<file path="src/rtl/burst_buf_pkg.sv">
package burst_buf_pkg;
  typedef enum logic {
    MODE_CLOCKED = 1'b0,
    MODE_STROBED = 1'b1
  } xfer_mode_e;
endpackage

</file>
<file path="src/rtl/burst_buf_ctrl.sv">
module burst_buf_ctrl #(
  parameter  int DEPTH = 4,
  localparam int PW    = $clog2(DEPTH),
  localparam int CW    = PW + 1
) (
  input  logic          clk,
  input  logic          rst_n,
  input  logic          mode,
  input  logic          oe_n,
  input  logic          start,
  input  logic          rdy,
  input  logic          ostb,
  input  logic          istb,
  input  logic          eoc,
  output logic          act,
  output logic [CW-1:0] cnt,
  output logic [PW-1:0] idx,
  output logic          err,
  output logic          drive,
  output logic          cap_en
);
  import burst_buf_pkg::*;

  localparam logic [CW-1:0] FULL = CW'(DEPTH);

  function automatic logic pick_step(xfer_mode_e m, logic listen,
                                     logic r, logic os, logic is);
    if (m == MODE_CLOCKED) return r;
    return listen ? is : os;
  endfunction

  function automatic logic [CW-1:0] count_next(logic [CW-1:0] c,
                                               logic mv, logic sw);
    if (sw) return '0;
    if (mv) return c + 1'b1;
    return c;
  endfunction

  xfer_mode_e mode_e;
  logic step, xfer, ovf_hit, live;

  assign mode_e  = xfer_mode_e'(mode);
  assign step    = pick_step(mode_e, oe_n, rdy, ostb, istb);
  assign xfer    = (step | eoc) & (cnt < FULL);
  assign ovf_hit = step & ~eoc & (cnt == FULL);
  assign cap_en  = xfer & oe_n;
  assign drive   = ~oe_n & (start | live);
  assign idx     = cnt[PW-1:0];

  always_ff @(posedge clk) begin
    if (!rst_n) begin
      act  <= 1'b0;
      cnt  <= '0;
      err  <= 1'b0;
      live <= 1'b0;
    end else begin
      cnt <= count_next(cnt, xfer, eoc);
      if (eoc) act <= ~act;
      if (ovf_hit) err <= 1'b1;
      if (eoc) live <= 1'b0;
      else if (start) live <= 1'b1;
    end
  end

  p_swap_on_eoc_r7: assert property (@(posedge clk) disable iff (!rst_n)
    eoc |=> (act != $past(act)) && (cnt == '0));

  p_no_overflow_r9: assert property (@(posedge clk) disable iff (!rst_n)
    cnt <= FULL);

  p_err_sticky_r9: assert property (@(posedge clk) disable iff (!rst_n)
    err |=> err);

  p_idle_hold_r4: assert property (@(posedge clk) disable iff (!rst_n)
    (!step && !eoc) |=> ($stable(cnt) && $stable(act)));

  p_live_ends_r2: assert property (@(posedge clk) disable iff (!rst_n)
    eoc |=> (!drive || start));
endmodule

</file>
<file path="src/rtl/burst_buf_store.sv">
module burst_buf_store #(
  parameter  int DW    = 8,
  parameter  int NW    = 4,
  parameter  int DEPTH = 4,
  localparam int PW    = $clog2(DEPTH)
) (
  input  logic          clk,
  input  logic          rst_n,
  input  logic          wide,
  input  logic          ld_en,
  input  logic          ld_bank,
  input  logic [PW-1:0] ld_idx,
  input  logic [DW-1:0] ld_data,
  input  logic          cap_en,
  input  logic          act,
  input  logic [PW-1:0] idx,
  input  logic [DW-1:0] bus_in,
  input  logic          rd_bank,
  input  logic [PW-1:0] rd_idx,
  output logic [DW-1:0] rd_data,
  output logic [DW-1:0] piece_out
);
  logic [DW-1:0] mem [2][DEPTH];
  logic [DW-1:0] cap_val, raw_piece;

  function automatic logic [DW-1:0] fit(logic [DW-1:0] d, logic w);
    logic [DW-1:0] m;
    m = {{(DW-NW){1'b0}}, {NW{1'b1}}};
    return w ? d : (d & m);
  endfunction

  generate
    if (NW < DW) begin : g_narrow
      assign cap_val   = fit(bus_in, wide);
      assign piece_out = fit(raw_piece, wide);
    end else begin : g_full
      assign cap_val   = bus_in;
      assign piece_out = raw_piece;
    end
  endgenerate

  assign raw_piece = mem[act][idx];
  assign rd_data   = mem[rd_bank][rd_idx];

  always_ff @(posedge clk) begin
    if (!rst_n) begin
      for (int b = 0; b < 2; b++)
        for (int e = 0; e < DEPTH; e++)
          mem[b][e] <= '0;
    end else begin
      if (ld_en) mem[ld_bank][ld_idx] <= ld_data;
      if (cap_en) mem[act][idx] <= cap_val;
    end
  end
endmodule

</file>
<file path="src/rtl/burst_buf.sv">
module burst_buf #(
  parameter  int DW    = 8,
  parameter  int NW    = 4,
  parameter  int DEPTH = 4,
  localparam int PW    = $clog2(DEPTH),
  localparam int CW    = PW + 1
) (
  input  logic          clk,
  input  logic          rst_n,
  input  logic          mode,
  input  logic          wide,
  input  logic          oe_n,
  input  logic          start,
  input  logic          rdy,
  input  logic          ostb,
  input  logic          istb,
  input  logic          eoc,
  input  logic [DW-1:0] mdata_i,
  output logic [DW-1:0] mdata_o,
  output logic          mdata_oe,
  input  logic          ld_en,
  input  logic          ld_bank,
  input  logic [PW-1:0] ld_idx,
  input  logic [DW-1:0] ld_data,
  input  logic          rd_bank,
  input  logic [PW-1:0] rd_idx,
  output logic [DW-1:0] rd_data,
  output logic          act_bank,
  output logic [CW-1:0] pieces,
  output logic          ovf_err
);
  logic          cap_en;
  logic [PW-1:0] idx;

  burst_buf_ctrl #(.DEPTH(DEPTH)) u_ctrl (
    .clk(clk), .rst_n(rst_n), .mode(mode), .oe_n(oe_n), .start(start),
    .rdy(rdy), .ostb(ostb), .istb(istb), .eoc(eoc),
    .act(act_bank), .cnt(pieces), .idx(idx), .err(ovf_err),
    .drive(mdata_oe), .cap_en(cap_en)
  );

  burst_buf_store #(.DW(DW), .NW(NW), .DEPTH(DEPTH)) u_store (
    .clk(clk), .rst_n(rst_n), .wide(wide),
    .ld_en(ld_en), .ld_bank(ld_bank), .ld_idx(ld_idx), .ld_data(ld_data),
    .cap_en(cap_en), .act(act_bank), .idx(idx), .bus_in(mdata_i),
    .rd_bank(rd_bank), .rd_idx(rd_idx), .rd_data(rd_data),
    .piece_out(mdata_o)
  );

  p_capture_listens_r6: assert property (@(posedge clk) disable iff (!rst_n)
    cap_en |-> oe_n);

  p_narrow_out_r8: assert property (@(posedge clk) disable iff (!rst_n)
    !wide |-> (mdata_o[DW-1:NW] == '0));

  p_count_moves_by_one_r4: assert property (@(posedge clk) disable iff (!rst_n)
    !eoc |=> (pieces == $past(pieces)) || (pieces == $past(pieces) + 1'b1));
endmodule

</file>
<file path="config.mk">
export PLATFORM = sky130hd
export DESIGN_NAME = burst_buf
export DESIGN_NICKNAME = d
export VERILOG_FILES = /design/src/rtl/burst_buf_pkg.sv /design/src/rtl/burst_buf_ctrl.sv /design/src/rtl/burst_buf_store.sv /design/src/rtl/burst_buf.sv
export SDC_FILE = /design/constraint.sdc
export NUM_CORES = 1
export LEC_CHECK = 0
export CAP_MARGIN = 0
export CORE_MARGIN = 3
export CORE_UTILIZATION = 55
export DETAILED_ROUTE_END_ITERATION = 8
export PLACE_DENSITY_LB_ADDON = 0.2
export SKIP_CTS_REPAIR_TIMING = 1
export SKIP_LAST_GASP = 1
export SLEW_MARGIN = 20
export SYNTH_ARGS = -nofsm -noshare
export SYNTH_HDL_FRONTEND = slang
export SYNTH_SLANG_ARGS = --single-unit
</file>
<file path="constraint.sdc">
create_clock -name clk -period 4.95 [get_ports clk]
set_clock_uncertainty 0.1 [all_clocks]
set_input_delay 0.7425 -clock clk [delete_from_list [all_inputs] [get_ports clk]]
set_output_delay 0.7425 -clock clk [all_outputs]
set_load 0.01 [all_outputs]
</file>
# Word level (Yosys, flattened, before mapping)
# Memories as Yosys holds them, arrays and structs flattened. A register that Yosys moved wholly into a read port is not among the register bits.
# Index checks and enable logic that the tools add are counted.
# Widths: inputs -> output; s select.
# word_totals
ram_bits,64
regBits,6
output_inout_bits,22
n_memories,1
# classes
n_reduce_logical,6
bitwise,14
addsub,1
n_lt_le_gt_ge,6
muxes,38
n_eq_ne,1
# memory_table
memory,words,word_bits,rd,rd_clocked_by_memory_dff,write_ports,line,text
u_store.mem,2,32,2,1,2,burst_buf_store.sv:23,logic [DW-1:0] mem [2][DEPTH];
# op_table
operator,count
$mux 32,6
$mux 8,8
$reduce_or 32->1,2
$bmux 8 s2,2
$demux 8 s2,2
$mux 1,16
$mux 3,4
$ge 3x3->1 const B,3
$not 2->3,3
$lt 3x1->1 const B,2
$and 1x1->1,5
$not 1->1,4
$add 3x1->3 const B,1
$eq 3x3->1 const B,1
$lt 3x3->1 const B,1
$logic_and 1x1->1,2
$or 1x1->1,2
$reduce_bool 2->1,1
$reduce_or 2->1,1

# Depth between registers and ports, before layout
# Gate-level depths: netlist (run 1).
# logic_depth
word_depth,10
ltp_mapped,8
depth_no_buf,6

# Modules after synthesis
# Synthesis (run 1) repeated with hierarchy kept, for this count alone.
# unflattened
cells_unflattened,320
area_unflattened_um2,4317.9
# by_module_without_submodules
module,area_per_inst_um2,instances,seq_area_each_um2,cells_each
burst_buf_store,3996.3,1,1921.8,283
burst_buf_ctrl,321.6,1,120.1,37

# Worst setup path before layout (run 1)
# No wires, ideal clock.
# synth_path
path_type,input-to-output
start,in rd_bank
end,out rd_data[0]
setup_slack_ns,2.241
arrival_time_ns,1.867
stages,4
t_required_ns,4.108
n_path_buf,2
path_cell_list,buf_4 > buf_6 > mux4_2 > mux2_2
# synth_via
elab_chain_len,4
# synth_lines
element,line,text
start: declaration,burst_buf.sv:25,"input logic rd_bank,"
$mem_v2 2x32,--,
$bmux 8 s2,burst_buf_store.sv:43,assign rd_data = mem[rd_bank][rd_idx];
$mux 8 (not written as such) (2 in a row),burst_buf_store.sv:43,
end: declaration,burst_buf.sv:27,"output logic [DW-1:0] rd_data,"
# No other way between the ends. The select of a mux whose other input is x is not followed.

# Final worst setup path (run 1)
# layout_path
start,in rd_idx[0]
end,out rd_data[0]
# layout_via
elab_chain_len,4
# layout_lines
element,line,text
start: declaration,burst_buf.sv:26,"input logic [PW-1:0] rd_idx,"
$not 2->3 (not written as such),burst_buf_store.sv:43,
$bmux 8 s2,burst_buf_store.sv:43,
$mux 8 (not written as such) (2 in a row),burst_buf_store.sv:43,
# No other way between the ends. The select of a mux whose other input is x is not followed.

==> results of run 1 <==
## worst max-delay path, cell delays in order
cell and delay (ps):
clkdlybuf4s50_1 1060, mux4_2 420, mux2_2 280, clkdlybuf4s50_1 480
## worst max-delay path by stage
| stage | from | endpoint | slack (ps) | cells after the start |
|---|---|---|---|---|
| detailed placement | rd_idx[0] | rd_data[7] | 1130 | 4 |
| global placement | rd_idx[0] | rd_data[7] | 1210 | 4 |
| finish | rd_idx[0] | rd_data[0] | 1120 | 4 |
| global route | rd_idx[0] | rd_data[7] | 1040 | 4 |
| floorplan | rd_bank | rd_data[0] | 2240 | 4 |
| CTS | rd_idx[0] | rd_data[0] | 1130 | 4 |
## layout make-up
| type | instances | area (sq um) |
|---|---|---|
| tap | 99 | 124 |
| timing repair buffer | 59 | 578 |
| clock buffer | 9 | 124 |
| inverter | 8 | 30.0 |
| clock inverter | 7 | 111 |
| sequential | 71 | 2060 |
| fill | 529 | 2220 |
| multi-input combinational | 236 | 2240 |
## report_power, final
group	internal [mW]	switching (mW)	total, mW
registers	0.696	0.0328	0.729
logic	0.146	0.119	0.265
clock network	0.331	0.225	0.556
## per-layer routing
layer,vias to the layer above,part of all wire (%)
met5,-,0
met4,0,4.7
met3,44,8.4
met2,165,48
met1,1527,39
li1,1392,-
## cells in the final DEF (no fill, tap or decap), types with 5 or more instances in the layout
master and instances:
inv_1 8, buf_4 5, nand3_1 5, nand3_2 7, nor2_1 16, edfxtp_1 64, nand2_1 62, mux4_2 32
o221ai_1 7, mux2_2 16, clkbuf_8 9, dfxtp_1 6, clkdlybuf4s50_1 54, mux2i_1 54
## cells by family after synthesis
family | Yosys count | synth area share [%]
adders and majority gates | 4 | 1.14
xor gates and xnor gates | 2 | 0.398
buffers and inverters | 21 | 2.42
DFF | 71 | 46.9
muxes | 107 | 34.4
AOI/OAI and AO/OA | 17 | 3.24
and+or+nand+nor | 106 | 11.6
## state kept, by name, indices dropped and copies added (netlist names), named ones only
signal and cells:
u_store.mem 64, u_ctrl.live 1, u_ctrl.err 1, u_ctrl.act 1, u_ctrl.cnt 3
## stage by stage
| step | utilization [%] | total power [mW] | hold WS [ps] |
|---|---|---|---|
| floorplan | - | 0.889 | 340 |
| global placement | 67.1 | 0.999 | 356 |
| detailed placement | 67.2 | 1.01 | 365 |
| CTS | 70.3 | 1.55 | 383 |
| global route | 70.4 | 1.60 | 412 |
| finish | 70.4 | 1.55 | 378 |
==> qor.yml, run 1 <==
dr.pass1.iters: 6
min_from: "u_ctrl.live"
peakVddDrop_v: 0.000195
synth_edf_count: 64
io_buffers: 54
maxSlewViolCount: 0
dominantRegCellSynth: "edfxtp_1"
synthCells: 328
dpl_cell_area_sq_um: 5030
wl_per_cell_microns: 23.2
holdCritPathClass: "reg -> reg"
ys_ff_latch: 71
p_per_area_nw_per_um2: 294
setup_viol_count_final: 0
nets: 422
fin_ws_ps: 1120
synth_seq_area_share_pct: 46.9
grt_max_degree: 22
place_inst: 473
synth_common_cells: "64 x edfxtp_1, 62 x nand2_1, 54 x mux2i_1"
grtUsageMet3_pct: 6.08
cts_buffers: 9
busiest_layer: "met2"
initial_utilization_pct: 58.8
fmax_mhz: 261
clkLatencyLatePin_ps: 350
syn_area_sq_um: 4400
pin_count: 55
crit_required_ps: 4110
yosysMostFrequentCell: "edfxtp_1"
coreArea_sq_um: 7490
worst_setup_path_end_kind: "output port"
synthToLayoutAreaGrowth_pct: 19.7
ys_warn_count: 0
status: "finished clean"
synth_cell_type_count: 34
ant_nets: 0
grt_pass1_vias: 3305
antenna_found_initial: 0
cts.htree.levels: 3
drtIter0Drc: 332
design.die.area_sq_um: 9110
holdPathEnd: "u_ctrl.live"
gp_congestion: 0.822
synth_nets: 365
drc: 0
startpoint_type: "input pin"
die_height_microns: 95.4
final_cells: 489
synth_area_leaders: "edfxtp_1 44%, mux4_2 16%, mux2i_1 12%, nand2_1 5.3%, mux2_2 4.1%"
dr_total_vias: 3128
cts.clk_slew.worst_paths_ps: 70
avgSynthCellArea_sq_um: 13.4
worstHoldPathCells: 2
fin_crit_ps: 3830
worstMarginPinSlew_ps: 1120
rsz0062_at_grt: "no"
crit_type: "in -> out"
final_area_sq_um: 5270
tns_ps: 0
grt_util_met1_pct: 34.7
cts_buffer_depth: 2
drive_gt1_share_pct: 21.8
ff2ff_path_depth: 3
place_ws_ps: 1130
synthArstFlopShare_pct: 0
rows: 31
gr-total-overflow: 0
post-synth-top-area-cell: "edfxtp_1"
via_per_inst: 6.40
reg2reg_slack_ps: 2130
clock_sinks: 71
grt_usage_pct: 27.2
synth_top_area_share_pct: 43.7
die_x_microns: 95.4
reg2reg_from: "u_ctrl.cnt[0]"
cts_tree: "built"
antenna_cells: 0
maxSlewHeadroom_pct: 25.3
hold_violations: 0
leakagePower_nw: 2.19
routed_wl_microns: 11400
root_buffer: "clkbuf_8"
grt_pass1_wl_microns: 17500
cp.arrival_ps: 2990
crit_fanout: 16
use_met2_pct: 43.0
r2r-end: "u_store.mem[0][23]"
drv_cap: 0
dp_hpwl_microns: 7630
finalCritPeriodShare_pct: 77.4
Note: power is estimated with default switching activity, not from simulation.
==> run 2: changes to the inputs <==
==> constraint.sdc (replaced) <==
create_clock -name clk -period 3.8 [get_ports clk]
set_clock_uncertainty 0.1 [all_clocks]
set_input_delay 0.57 -clock clk [delete_from_list [all_inputs] [get_ports clk]]
set_output_delay 0.57 -clock clk [all_outputs]
set_load 0.01 [all_outputs]
==> run 2 against run 1 <==
Setup slack lost 670 ps. Non-clock buffer count up 14. Hold slack improved by 17 ps. Sequential power grew 28%. Design area rose by 2.0%. Critical path type unchanged. Flip-flop and latch count stayed put.
==> qor.yml, run 2 (synthesized netlist as in run 1, its figures left out) <==
status: "finished clean"
crit_fanout: 16
io_buffers: 54
ant_nets: 0
routed_wl_microns: 11800
cp.arrival_ps: 2680
synthToLayoutAreaGrowth_pct: 22.1
die_x_microns: 95.4
cts.clk_slew.worst_paths_ps: 70
startpoint_type: "input pin"
rows: 31
antenna_cells: 0
cts.htree.levels: 3
worstMarginPinSlew_ps: 868
cpMostUsedCell: "clkdlybuf4s50_1"
multiInputGateArea_sq_um: 2230
grt_pass1_vias: 3461
worst_setup_path_end_kind: "output port"
antenna_found_initial: 0
gr-total-overflow: 0
finalCritPeriodShare_pct: 88.1
cts_buffers: 9
seq_area_sq_um: 2060
largest_register_ff_count: 64
design.die.area_sq_um: 9110
cts_buffer_depth: 2
dpl_cell_area_sq_um: 5130
setup_viol_count_final: 0
final_common_cell: "edfxtp_1"
clkLatencyLatePin_ps: 340
maxSlewViolCount: 0
crit_slowest_cell: "mux4_2"
grt_pass1_wl_microns: 18200
via_per_inst: 6.58
leakagePower_nw: 2.26
drv_cap: 0
nets: 436
largestRegisters: "u_store.mem x64, u_ctrl.cnt x3"
crit_required_ps: 3130
die_height_microns: 95.4
initial_utilization_pct: 58.8
crit_type: "in -> out"
gp_congestion: 0.810
grt_max_degree: 20
fill_cells: 523
dp_hpwl_microns: 8240
regMostFlops: "u_store.mem"
drc: 0
root_buffer: "clkbuf_8"
hold_violations: 0
peakVddDrop_v: 0.000204
drtIter0Drc: 299
p_per_area_nw_per_um2: 382
pin_count: 55
slowest_delay_ps: 540
wl_per_cell_microns: 23.5
fmax_mhz: 299
finalPower_mw: 2.05
dr_total_vias: 3311
dr.pass1.iters: 5
tns_ps: 0
grt_usage_pct: 27.9
final_area_sq_um: 5370
maxSlewHeadroom_pct: 41.9
cts_tree: "built"
coreArea_sq_um: 7490
clock_sinks: 71
drive_gt1_share_pct: 24.3
holdCritPathClass: "reg -> reg"
final_cell_mix: "64 x edfxtp_1, 62 x nand2_1, 54 x mux2i_1, 54 x clkdlybuf4s50_1, 32 x mux4_2"
fin_crit_ps: 3350
crit_chain: "clkdlybuf4s50_1 -> buf_4 -> mux4_2 -> mux2_2 -> clkdlybuf4s50_1"
rsz0062_at_grt: "no"
-- run 2: changes by cell type in the layout (fill, tap and decap cells not counted) --
cell        change
buf_4          +14
inv_6           +2
clkinv_1        -1
clkinv_2        -1
clkinv_4        -1
clkinvlp_4      +1
dfxtp_1         +1
dfxtp_2         -1
o221ai_1        +1
o221ai_2        -1
-- run 2: worst max-delay path, delay by kind of cell --
kind	cells	cell delay, ps
mux	2	820
buf+inv	3	1270
-- run 2: layout make-up --
cell class	instances	area share, %
Timing Repair Buffer	73	12.7
Tap cell	99	2.31
Clock inverter	7	2.21
Inverter	8	0.559
Sequential cell	71	38.4
Clock buffer	9	2.31
Multi-Input combinational cell	236	41.5
-- run 2: final timing paths --
check	start	endpoint	slack [ps]	cells after the start
setup / recovery	rd_bank	rd_data[1]	450	5
hold reg to reg	u_ctrl.live	u_ctrl.live	400	2
hold / removal	u_ctrl.live	u_ctrl.live	400	2
setup reg to reg	u_ctrl.cnt[1]	u_store.mem[1][16]	1430	4
-- run 2: through the flow --
step,std cells,hold slack [ps],utilization (%),worst slack [ps]
floorplan,328,340,-,1440
finish,503,395,71.8,450
global route,503,443,71.8,368
detailed placement,487,382,68.5,429
CTS,503,409,71.8,426
global placement,487,355,68.5,485
-- run 2: power by group --
part / internal, mW / leakage [nW] / switching, mW
registers: 0.905 / 0.723 / 0.0280
clock network: 0.438 / 0.118 / 0.304
logic: 0.202 / 1.42 / 0.176
-- run 2: metal layers --
layer | share of wire (%) | track usage (%) | up-vias
met5 | 0 | 0 | -
met4 | 5.8 | 17.1 | 0
met3 | 9.7 | 5.05 | 51
met2 | 47 | 44.7 | 199
met1 | 37 | 35.4 | 1647
li1 | - | - | 1414
==> run 3: changes to the inputs <==
--- a/config.mk
+++ b/config.mk
@@ -5,10 +5,13 @@
 export SDC_FILE = /design/constraint.sdc
 export NUM_CORES = 1
 export LEC_CHECK = 0
+export ABC_AREA = 0
 export CAP_MARGIN = 0
 export CORE_MARGIN = 3
 export CORE_UTILIZATION = 55
 export DETAILED_ROUTE_END_ITERATION = 8
+export HOLD_SLACK_MARGIN = 0.1
+export MAX_ROUTING_LAYER = met4
 export PLACE_DENSITY_LB_ADDON = 0.2
 export SKIP_CTS_REPAIR_TIMING = 1
 export SKIP_LAST_GASP = 1
==> run 3 against run 2 <==
Sequential share of layout area did not move. Flip-flop and latch count is the same. Hold slack barely moved. Register-to-register slack gained 20 ps. Sequential power about the same. Combinational power barely moved.
==> qor.yml, run 3 (synthesized netlist as in run 1, its figures left out) <==
dr_total_vias: 3270
p_per_area_nw_per_um2: 382
place_inst: 487
io_buffers: 54
final_common_cell: "edfxtp_1"
die_x_microns: 95.4
ant_nets: 0
largestRegisters: "u_store.mem x64, u_ctrl.cnt x3"
cts.htree.levels: 3
maxSlewViolCount: 0
dp_hpwl_microns: 8240
cts_buffers: 9
crit_required_ps: 3130
grtUsageMet3_pct: 4.89
worst_setup_path_end_kind: "output port"
whs_ps: 395
slowest_delay_ps: 540
final_area_sq_um: 5370
reg2reg_slack_ps: 1450
final_core_util_pct: 71.8
worstMarginPinSlew_ps: 876
crit_chain: "clkdlybuf4s50_1 -> buf_4 -> mux4_2 -> mux2_2 -> clkdlybuf4s50_1"
largest_register_ff_count: 64
drc: 0
cts_buffer_depth: 2
cpMostUsedCell: "clkdlybuf4s50_1"
status: "finished clean"
setup_viol_count_final: 0
dpl_cell_area_sq_um: 5130
finalCritPeriodShare_pct: 88.0
fin_ws_ps: 454
final_cells: 503
drv_cap: 0
crit_fanout: 16
clkLatencyLatePin_ps: 340
leakagePower_nw: 2.26
cp.arrival_ps: 2680
min_from: "u_ctrl.live"
startpoint_type: "input pin"
ff2ff_path_depth: 4
antenna_cells: 0
root_buffer: "clkbuf_8"
gr-total-overflow: 0
rows: 31
busiest_layer: "met2"
crit_slowest_cell: "mux4_2"
dr.pass1.iters: 5
routed_wl_microns: 11800
place_ws_ps: 429
synthToLayoutAreaGrowth_pct: 22.1
maxSlewHeadroom_pct: 41.4
coreArea_sq_um: 7490
drive_gt1_share_pct: 24.3
hold_violations: 0
r2r-end: "u_store.mem[1][16]"
use_met2_pct: 44.7
final_cell_mix: "64 x edfxtp_1, 62 x nand2_1, 54 x mux2i_1, 54 x clkdlybuf4s50_1, 32 x mux4_2"
holdCritPathClass: "reg -> reg"
fin_crit_ps: 3350
holdPathEnd: "u_ctrl.live"
clock_sinks: 71
grt_pass1_wl_microns: 18100
fmax_mhz: 299
crit_type: "in -> out"
worstHoldPathCells: 2
drtIter0Drc: 349
fill_cells: 523
via_per_inst: 6.50
initial_utilization_pct: 58.8
pin_count: 55
cts.clk_slew.worst_paths_ps: 70
regMostFlops: "u_store.mem"
nets: 436
finalPower_mw: 2.05
antenna_found_initial: 0
grt_pass1_vias: 3460
rsz0062_at_grt: "no"
grt_usage_pct: 28.8
reg2reg_from: "u_ctrl.cnt[1]"
die_height_microns: 95.4
tns_ps: 0
gp_congestion: 0.822
cts_tree: "built"
wl_per_cell_microns: 23.5
peakVddDrop_v: 0.000204
grt_max_degree: 20
grt_util_met1_pct: 35.5
design.die.area_sq_um: 9110
==> run 3: final cells by class <==
type	instances	area (sq um)	area share, %
multi-input cells	236	2230	41.5
flip-flops and latches	71	2060	38.4
repair buffers	73	683	12.7
inverters	8	30.0	0.559
clock buffers	9	124	2.31
well taps	99	124	2.31
clock inverters	7	119	2.21
==> run 3: critical path: cells and delay by family <==
kind	cells	cell delay (ps)
mux	2	820
buf+inv	3	1270
==> run 3: metal layers <==
layer | up-vias | share of wire (%)
met4 | 0 | 5.0
met2 | 188 | 48
met3 | 45 | 9.1
met5 | - | 0
met1 | 1625 | 38
li1 | 1412 | -
==> run 3: how the worst max path moves through the flow <==
stage | end | start | slack [ps] | depth (start not counted)
3_3_place_gp | rd_data[7] | rd_bank | 490 | 5
4_1_cts | rd_data[1] | rd_bank | 430 | 5
5_1_grt | rd_data[1] | rd_bank | 370 | 5
2_1_floorplan | rd_data[0] | rd_bank | 1440 | 4
6_report | rd_data[1] | rd_bank | 450 | 5
3_5_place_dp | rd_data[1] | rd_bank | 430 | 5
==> run 3: power breakdown <==
group          total [mW]  internal [mW]  switching, mW
Combinational       0.379          0.202          0.177
Clock               0.741          0.438          0.303
Sequential          0.933          0.905         0.0276
